==> config.mk <==
export PLATFORM = sky130hd
export DESIGN_NAME = rdiv4_core
export DESIGN_NICKNAME = d
export VERILOG_FILES = /design/src/rtl/rdiv_pkg.sv /design/src/rtl/rdiv_mult_gen.sv /design/src/rtl/rdiv_csa.sv /design/src/rtl/rdiv_qsel.sv /design/src/rtl/rdiv_szd.sv /design/src/rtl/rdiv4_core.sv
export SDC_FILE = /design/constraint.sdc
export NUM_CORES = 1
export LEC_CHECK = 0
export ABC_AREA = 1
export CAP_MARGIN = 5
export CORE_UTILIZATION = 50
export CTS_CLUSTER_SIZE = 8
export DETAILED_ROUTE_END_ITERATION = 6
export DONT_BUFFER_PORTS = 1
export PLACE_DENSITY = 0.68
export REMOVE_ABC_BUFFERS = 1
export SLEW_MARGIN = 20
export SYNTH_ARGS = -nofsm -noshare
export SYNTH_HDL_FRONTEND = slang
export SYNTH_SLANG_ARGS = --single-unit
==> constraint.sdc <==
create_clock -name clk_i -period 10.3 [get_ports clk_i]
set_input_delay 3.09 -clock clk_i [delete_from_list [all_inputs] [get_ports clk_i]]
set_output_delay 3.09 -clock clk_i [all_outputs]
set_load 0.03 [all_outputs]
==> src/rtl/rdiv_pkg.sv <==
package rdiv_pkg;

  typedef logic signed [2:0] qdig_t;

  typedef enum logic [1:0] {
    ST_IDLE,
    ST_LOAD,
    ST_ITER,
    ST_ROUND
  } rdiv_st_e;

  // Thresholds are x16; row picked by divisor bits below the leading one.
  function automatic qdig_t qsel_lookup(input logic [2:0] dsel, input logic signed [6:0] est);
    logic signed [6:0] t_p2, t_p1, t_z, t_n1;
    qdig_t q;
    case (dsel)
      3'd0:    begin t_p2 = 7'sd12; t_p1 = 7'sd4; t_z = -7'sd4; t_n1 = -7'sd13; end
      3'd1:    begin t_p2 = 7'sd14; t_p1 = 7'sd4; t_z = -7'sd6; t_n1 = -7'sd15; end
      3'd2:    begin t_p2 = 7'sd15; t_p1 = 7'sd4; t_z = -7'sd6; t_n1 = -7'sd16; end
      3'd3:    begin t_p2 = 7'sd16; t_p1 = 7'sd4; t_z = -7'sd6; t_n1 = -7'sd18; end
      3'd4:    begin t_p2 = 7'sd18; t_p1 = 7'sd6; t_z = -7'sd8; t_n1 = -7'sd20; end
      3'd5:    begin t_p2 = 7'sd20; t_p1 = 7'sd6; t_z = -7'sd8; t_n1 = -7'sd20; end
      3'd6:    begin t_p2 = 7'sd20; t_p1 = 7'sd8; t_z = -7'sd8; t_n1 = -7'sd22; end
      default: begin t_p2 = 7'sd22; t_p1 = 7'sd8; t_z = -7'sd8; t_n1 = -7'sd24; end
    endcase
    if (est >= t_p2)      q = 3'sd2;
    else if (est >= t_p1) q = 3'sd1;
    else if (est >= t_z)  q = 3'sd0;
    else if (est >= t_n1) q = -3'sd1;
    else                  q = -3'sd2;
    return q;
  endfunction

endpackage

==> src/rtl/rdiv_mult_gen.sv <==
module rdiv_mult_gen
  import rdiv_pkg::*;
#(
  parameter int unsigned RW = 56
) (
  input  qdig_t          q_i,
  input  logic [RW-1:0]  op_i,
  output logic [RW-1:0]  mult_o,
  output logic           cin_o
);
  logic [RW-1:0] op_x2;
  assign op_x2 = {op_i[RW-2:0], 1'b0};

  always_comb begin
    mult_o = '0;
    cin_o  = 1'b0;
    case (q_i)
      3'sd1:   mult_o = op_i;
      3'sd2:   mult_o = op_x2;
      -3'sd1:  begin mult_o = ~op_i;  cin_o = 1'b1; end
      -3'sd2:  begin mult_o = ~op_x2; cin_o = 1'b1; end
      default: mult_o = '0;
    endcase
  end
endmodule

==> src/rtl/rdiv_csa.sv <==
module rdiv_csa #(
  parameter int unsigned RW = 56
) (
  input  logic [RW-1:0] a_i,
  input  logic [RW-1:0] b_i,
  input  logic [RW-1:0] c_i,
  input  logic          cin_i,
  output logic [RW-1:0] sum_o,
  output logic [RW-1:0] cy_o
);
  logic [RW-2:0] maj;

  assign sum_o = a_i ^ b_i ^ c_i;

  for (genvar i = 0; i < RW - 1; i++) begin : g_maj
    assign maj[i] = (a_i[i] & b_i[i]) | (a_i[i] & c_i[i]) | (b_i[i] & c_i[i]);
  end

  // low carry slot is free: it takes the two's complement increment
  assign cy_o = {maj, cin_i};
endmodule

==> src/rtl/rdiv_qsel.sv <==
module rdiv_qsel
  import rdiv_pkg::*;
(
  input  logic [6:0] s_top_i,
  input  logic [6:0] c_top_i,
  input  logic [2:0] dsel_i,
  output qdig_t      q_o
);
  logic [6:0] est;
  assign est = s_top_i + c_top_i;
  assign q_o = qsel_lookup(dsel_i, signed'(est));
endmodule

==> src/rtl/rdiv_szd.sv <==
module rdiv_szd #(
  parameter int unsigned RW = 56
) (
  input  logic          en_i,
  input  logic [RW-1:0] s_i,
  input  logic [RW-1:0] c_i,
  output logic          neg_o,
  output logic          zero_o
);
  logic [RW-1:0] s_g, c_g, rem;

  // inputs forced quiet outside the final step
  assign s_g    = en_i ? s_i : '0;
  assign c_g    = en_i ? c_i : '0;
  assign rem    = s_g + c_g;
  assign neg_o  = rem[RW-1];
  assign zero_o = (rem == '0);
endmodule

==> src/rtl/rdiv4_core.sv <==
module rdiv4_core
  import rdiv_pkg::*;
#(
  parameter int unsigned MANT_W = 53
) (
  input  logic              clk_i,
  input  logic              rst_ni,
  input  logic              start_i,
  input  logic [MANT_W-1:0] x_i,
  input  logic [MANT_W-1:0] d_i,
  output logic              busy_o,
  output logic              q_vld_o,
  output logic [2:0]        q_o,
  output logic              ready_o,
  output logic              rem_neg_o,
  output logic              rem_zero_o
);
  localparam int unsigned FRAC_W = MANT_W + 2;
  localparam int unsigned RW     = FRAC_W + 1;
  localparam int unsigned ITERS  = (FRAC_W + 1) / 2;
  localparam int unsigned CNT_W  = $clog2(ITERS + 1);

  rdiv_st_e          st_q;
  logic [RW-1:0]     ws_q, wc_q, xop_q, dneg_q;
  qdig_t             q_q, q_nxt;
  logic [2:0]        dsel_q;
  logic [CNT_W-1:0]  cnt_q;
  logic              ready_q, neg_q, zero_q;

  logic              start_acc;
  logic [RW-1:0]     d_al, x_al, op, ws_sh, wc_sh, mult, s_nxt, c_nxt;
  logic              cin;
  logic              szd_neg, szd_zero;

  assign start_acc = start_i && (st_q == ST_IDLE);
  assign x_al      = {3'b000, x_i};
  assign d_al      = {1'b0, d_i, 2'b00};

  // operand switches once per division
  assign op    = (st_q == ST_LOAD) ? xop_q : dneg_q;
  assign ws_sh = {ws_q[RW-3:0], 2'b00};
  assign wc_sh = {wc_q[RW-3:0], 2'b00};

  rdiv_mult_gen #(.RW(RW)) u_mult (
    .q_i    (q_q),
    .op_i   (op),
    .mult_o (mult),
    .cin_o  (cin)
  );

  rdiv_csa #(.RW(RW)) u_csa (
    .a_i   (ws_sh),
    .b_i   (wc_sh),
    .c_i   (mult),
    .cin_i (cin),
    .sum_o (s_nxt),
    .cy_o  (c_nxt)
  );

  rdiv_qsel u_qsel (
    .s_top_i (s_nxt[RW-1 -: 7]),
    .c_top_i (c_nxt[RW-1 -: 7]),
    .dsel_i  (dsel_q),
    .q_o     (q_nxt)
  );

  rdiv_szd #(.RW(RW)) u_szd (
    .en_i   (st_q == ST_ROUND),
    .s_i    (ws_q),
    .c_i    (wc_q),
    .neg_o  (szd_neg),
    .zero_o (szd_zero)
  );

  always_ff @(posedge clk_i or negedge rst_ni) begin
    if (!rst_ni) begin
      st_q    <= ST_IDLE;
      ws_q    <= '0;
      wc_q    <= '0;
      xop_q   <= '0;
      dneg_q  <= '0;
      q_q     <= '0;
      dsel_q  <= '0;
      cnt_q   <= '0;
      ready_q <= 1'b0;
      neg_q   <= 1'b0;
      zero_q  <= 1'b0;
    end else begin
      ready_q <= 1'b0;
      case (st_q)
        ST_IDLE: begin
          if (start_acc) begin
            xop_q  <= x_al;
            dneg_q <= -d_al;
            dsel_q <= d_i[MANT_W-2 -: 3];
            ws_q   <= '0;
            wc_q   <= '0;
            q_q    <= 3'sd1;
            st_q   <= ST_LOAD;
          end
        end
        ST_LOAD: begin
          ws_q  <= s_nxt;
          wc_q  <= c_nxt;
          q_q   <= q_nxt;
          cnt_q <= '0;
          st_q  <= ST_ITER;
        end
        ST_ITER: begin
          ws_q  <= s_nxt;
          wc_q  <= c_nxt;
          q_q   <= q_nxt;  // last selection is dropped
          cnt_q <= cnt_q + 1'b1;
          if (cnt_q == CNT_W'(ITERS - 1)) st_q <= ST_ROUND;
        end
        default: begin
          neg_q   <= szd_neg;
          zero_q  <= szd_zero;
          ready_q <= 1'b1;
          st_q    <= ST_IDLE;
        end
      endcase
    end
  end

  assign busy_o     = (st_q != ST_IDLE);
  assign q_vld_o    = (st_q == ST_ITER);
  assign q_o        = q_q;
  assign ready_o    = ready_q;
  assign rem_neg_o  = neg_q;
  assign rem_zero_o = zero_q;

endmodule

==> reports/qor.csv <==
metric;value;unit
Die W;199;um
Place WS;4910;ps
post-synth top area cell;dfrtp_1;
worst endpoint required time;10700;ps
crit-path cells;inv_1 > ha_2 > buf_4 > inv_1 > nand2_1 > nand2_1 > o22ai_1 > a221oi_1 > fa_1 > inv_1 > ha_1 > a21oi_1 > inv_1 > a31oi_1 > xnor2_1 > ha_1 > a21oi_1 > o21ai_0 > maj3_1 > nand4_1 > nand3_1 > nor2_1 > nor2_1;
ys flop type;dfrtp_1;
# resized after CTS;0;
IO Pins;117;
critical path class;flop to flop;
PortBufs;0;
vias after detailed routing;17934;
Slew headroom;0.254;
commonest non-fill, non-tap cell in the layout;nand2_1;
largest fanout on the critical path;54;
Final Util;0.547;
Slowest Stage Delay on Critical Path;640;ps
post-synthesis sequential area ratio;0.302;
CP delay by family, top;adder cells;
clock edge transition at the registers on the reported setup and hold paths;50;ps
router iterations before antenna repair;6;
Crit. End Element;flop;
WL final;56400;um
worst setup path start;st_q[1]$_DFFE_PN0P_;
slew at the pin closest to its max-slew limit;1120;ps
Ys Warns;0;
initial antenna violation count;0;
CP arrival;5870;ps
CTS Buf Count;35;
CTS tree;built;
layout overhead on the synthesized area;7.12;%
RSZ-0062 raised after global routing;no;
Die H;199;um
Mapped Cells;2882;
setup_tns;0;ps
root buffer cell;clkbuf_16;
vias in the first global route;17200;
fin. max-slew vios;0;
CTS Hold Bufs;0;
deepest clock path buffer count;3;
initial core utilization;0.511;
FP Rows;71;
Num Clock Sinks;233;
Total GRT Usage;0.293;
via/cell ratio;5.34;
first-pass GRT wire length;90300;um
Yosys top cell area share;0.302;
H-tree level count;2;
final setup fails;0;
pin count of the biggest net entering global routing;234;
postcts setup bufs;0;
DRC;0;
status;complete, no violations;
clock latency on the worst-skew pair;520;ps
top post-synthesis cells by area;dfrtp_1, nand2_1, inv_1;
most frequent cells in the layout;nand2_1, inv_1, dfrtp_1, nor2_1, o22ai_1;
Final period util;0.531;
Fillers;3781;
CP Launch Type;flop;
Lkg Pwr;11.1;nW
worst hold start;dneg_q[24]$_DFFE_PN0P_;
Post-Syn Area;19300;um^2
worst vdd ir;0.000243;V
gr ovfl total;0;
gpl congestion;0.993;
remaining antenna violation count;0;
Worst Hold Class;flop to flop;
Final WS setup;4830;ps
Hold Vio Cnt, Final;0;
pwr dens;243;nW/um^2
Avg Cell Area, Syn;6.71;um^2
Tmin final;5470;ps
number of synthesized flops with an enable pin;0;
slowest CP cell;buf_4;
fmax;183;MHz
Netlist cell types;58;
most frequent cell on the critical path;inv_1;
worst r2r src;st_q[1]$_DFFE_PN0P_;
max_cap viols;0;
core box area;37800;um^2
wire per inst;16.8;um
1st-iter DRT viols;1503;
#FFs+latches synth;233;
CP bufs+invs;5;
DIE AREA;39400;um^2
HPWL Detailed;44000;um
skew final;14.4;ps
antenna cells;0;
Total Nets Final;3089;
fraction of layout cells with a size suffix above 1;0.0362;
async set-reset flop share out of synthesis;1.00;
==> kinds of logic after synthesis <==
family / share of synthesized area
buf+inv: 0.133
xor+xnor: 0.0208
compound gates: 0.124
flops: 0.302
fa+ha+maj: 0.109
simple gates: 0.292
mux: 0.0202
==> metrics by stage <==
step           area, um^2  power [W]  instances  hold slack, ps
2_1_floorplan       19000    0.00323       2796             441
3_3_place_gp        19700    0.00387       3317             461
3_5_place_dp        19700    0.00394       3317             463
4_1_cts             20700    0.00499       3359             477
5_1_grt             20700    0.00543       3360             492
6_report            20700    0.00502       3360             475
==> per-layer routing <==
metal,global-route usage,up-vias,part of all wire
met3,0.0529,87,0.071
met5,0,-,0
met2,0.460,593,0.44
li1,-,8996,-
met1,0.412,8258,0.46
met4,0.0849,0,0.025
==> cell usage after synthesis (39+ instances only) <==
| cell type | instances |
|---|---|
| inv_1 | 584 |
| a21oi_1 | 70 |
| dfrtp_1 | 233 |
| o21ai_0 | 73 |
| ha_1 | 84 |
| fa_1 | 52 |
| nand3_1 | 88 |
| nor2_1 | 184 |
| a221oi_1 | 50 |
| clkbuf_1 | 57 |
| mux2i_1 | 39 |
| nand2_1 | 976 |
| o22ai_1 | 148 |
==> path summary, 6_finish.rpt <==
| check | to | slack [ps] | cells after the start |
|---|---|---|---|
| min in group asynchronous | dneg_q[5]$_DFFE_PN0P_ | 2270 | 0 |
| worst max register to register | q_o[0]$_DFFE_PN0P_ | 4830 | 23 |
| worst min register to register | dneg_q[24]$_DFFE_PN0P_ | 480 | 2 |
| max in group asynchronous | rem_zero_o$_DFFE_PN0P_ | 7660 | 0 |
| worst min-delay path | dneg_q[24]$_DFFE_PN0P_ | 480 | 2 |
| worst max-delay path | q_o[0]$_DFFE_PN0P_ | 4830 | 23 |
==> layout make-up <==
class                      count  area [um^2]  area share
tap                          511          639      0.0309
timing repair buffer          11          103     0.00495
sequential                   233         5830       0.282
inverter                     593         2230       0.107
multi-input combinational   1970        11000       0.529
clock inverter                 3         30.0     0.00145
clock buffer                  39          922      0.0445
==> report_power, final <==
group          leakage (nW)  switching [W]  internal (W)
Sequential             3.03       0.000224       0.00124
Clock                 0.469       0.000402      0.000625
Combinational          7.58        0.00166      0.000877
Total                  11.1        0.00229       0.00274
==> flip-flops by register name, indices dropped and copies added (netlist names), 2 cells and up <==
name / flops
cnt_q: 5
dneg_q: 54
dsel_q: 3
q_o: 3
st_q: 2
wc_q: 54
ws_q: 56
xop_q: 53
==> tightest hold or removal path, delay by kind of cell (launching register included) <==
| kind | cells | cell delay (ps) |
|---|---|---|
| simple gates | 2 | 100 |
| flops | 1 | 340 |
Note: power is estimated with default switching activity, not from simulation.
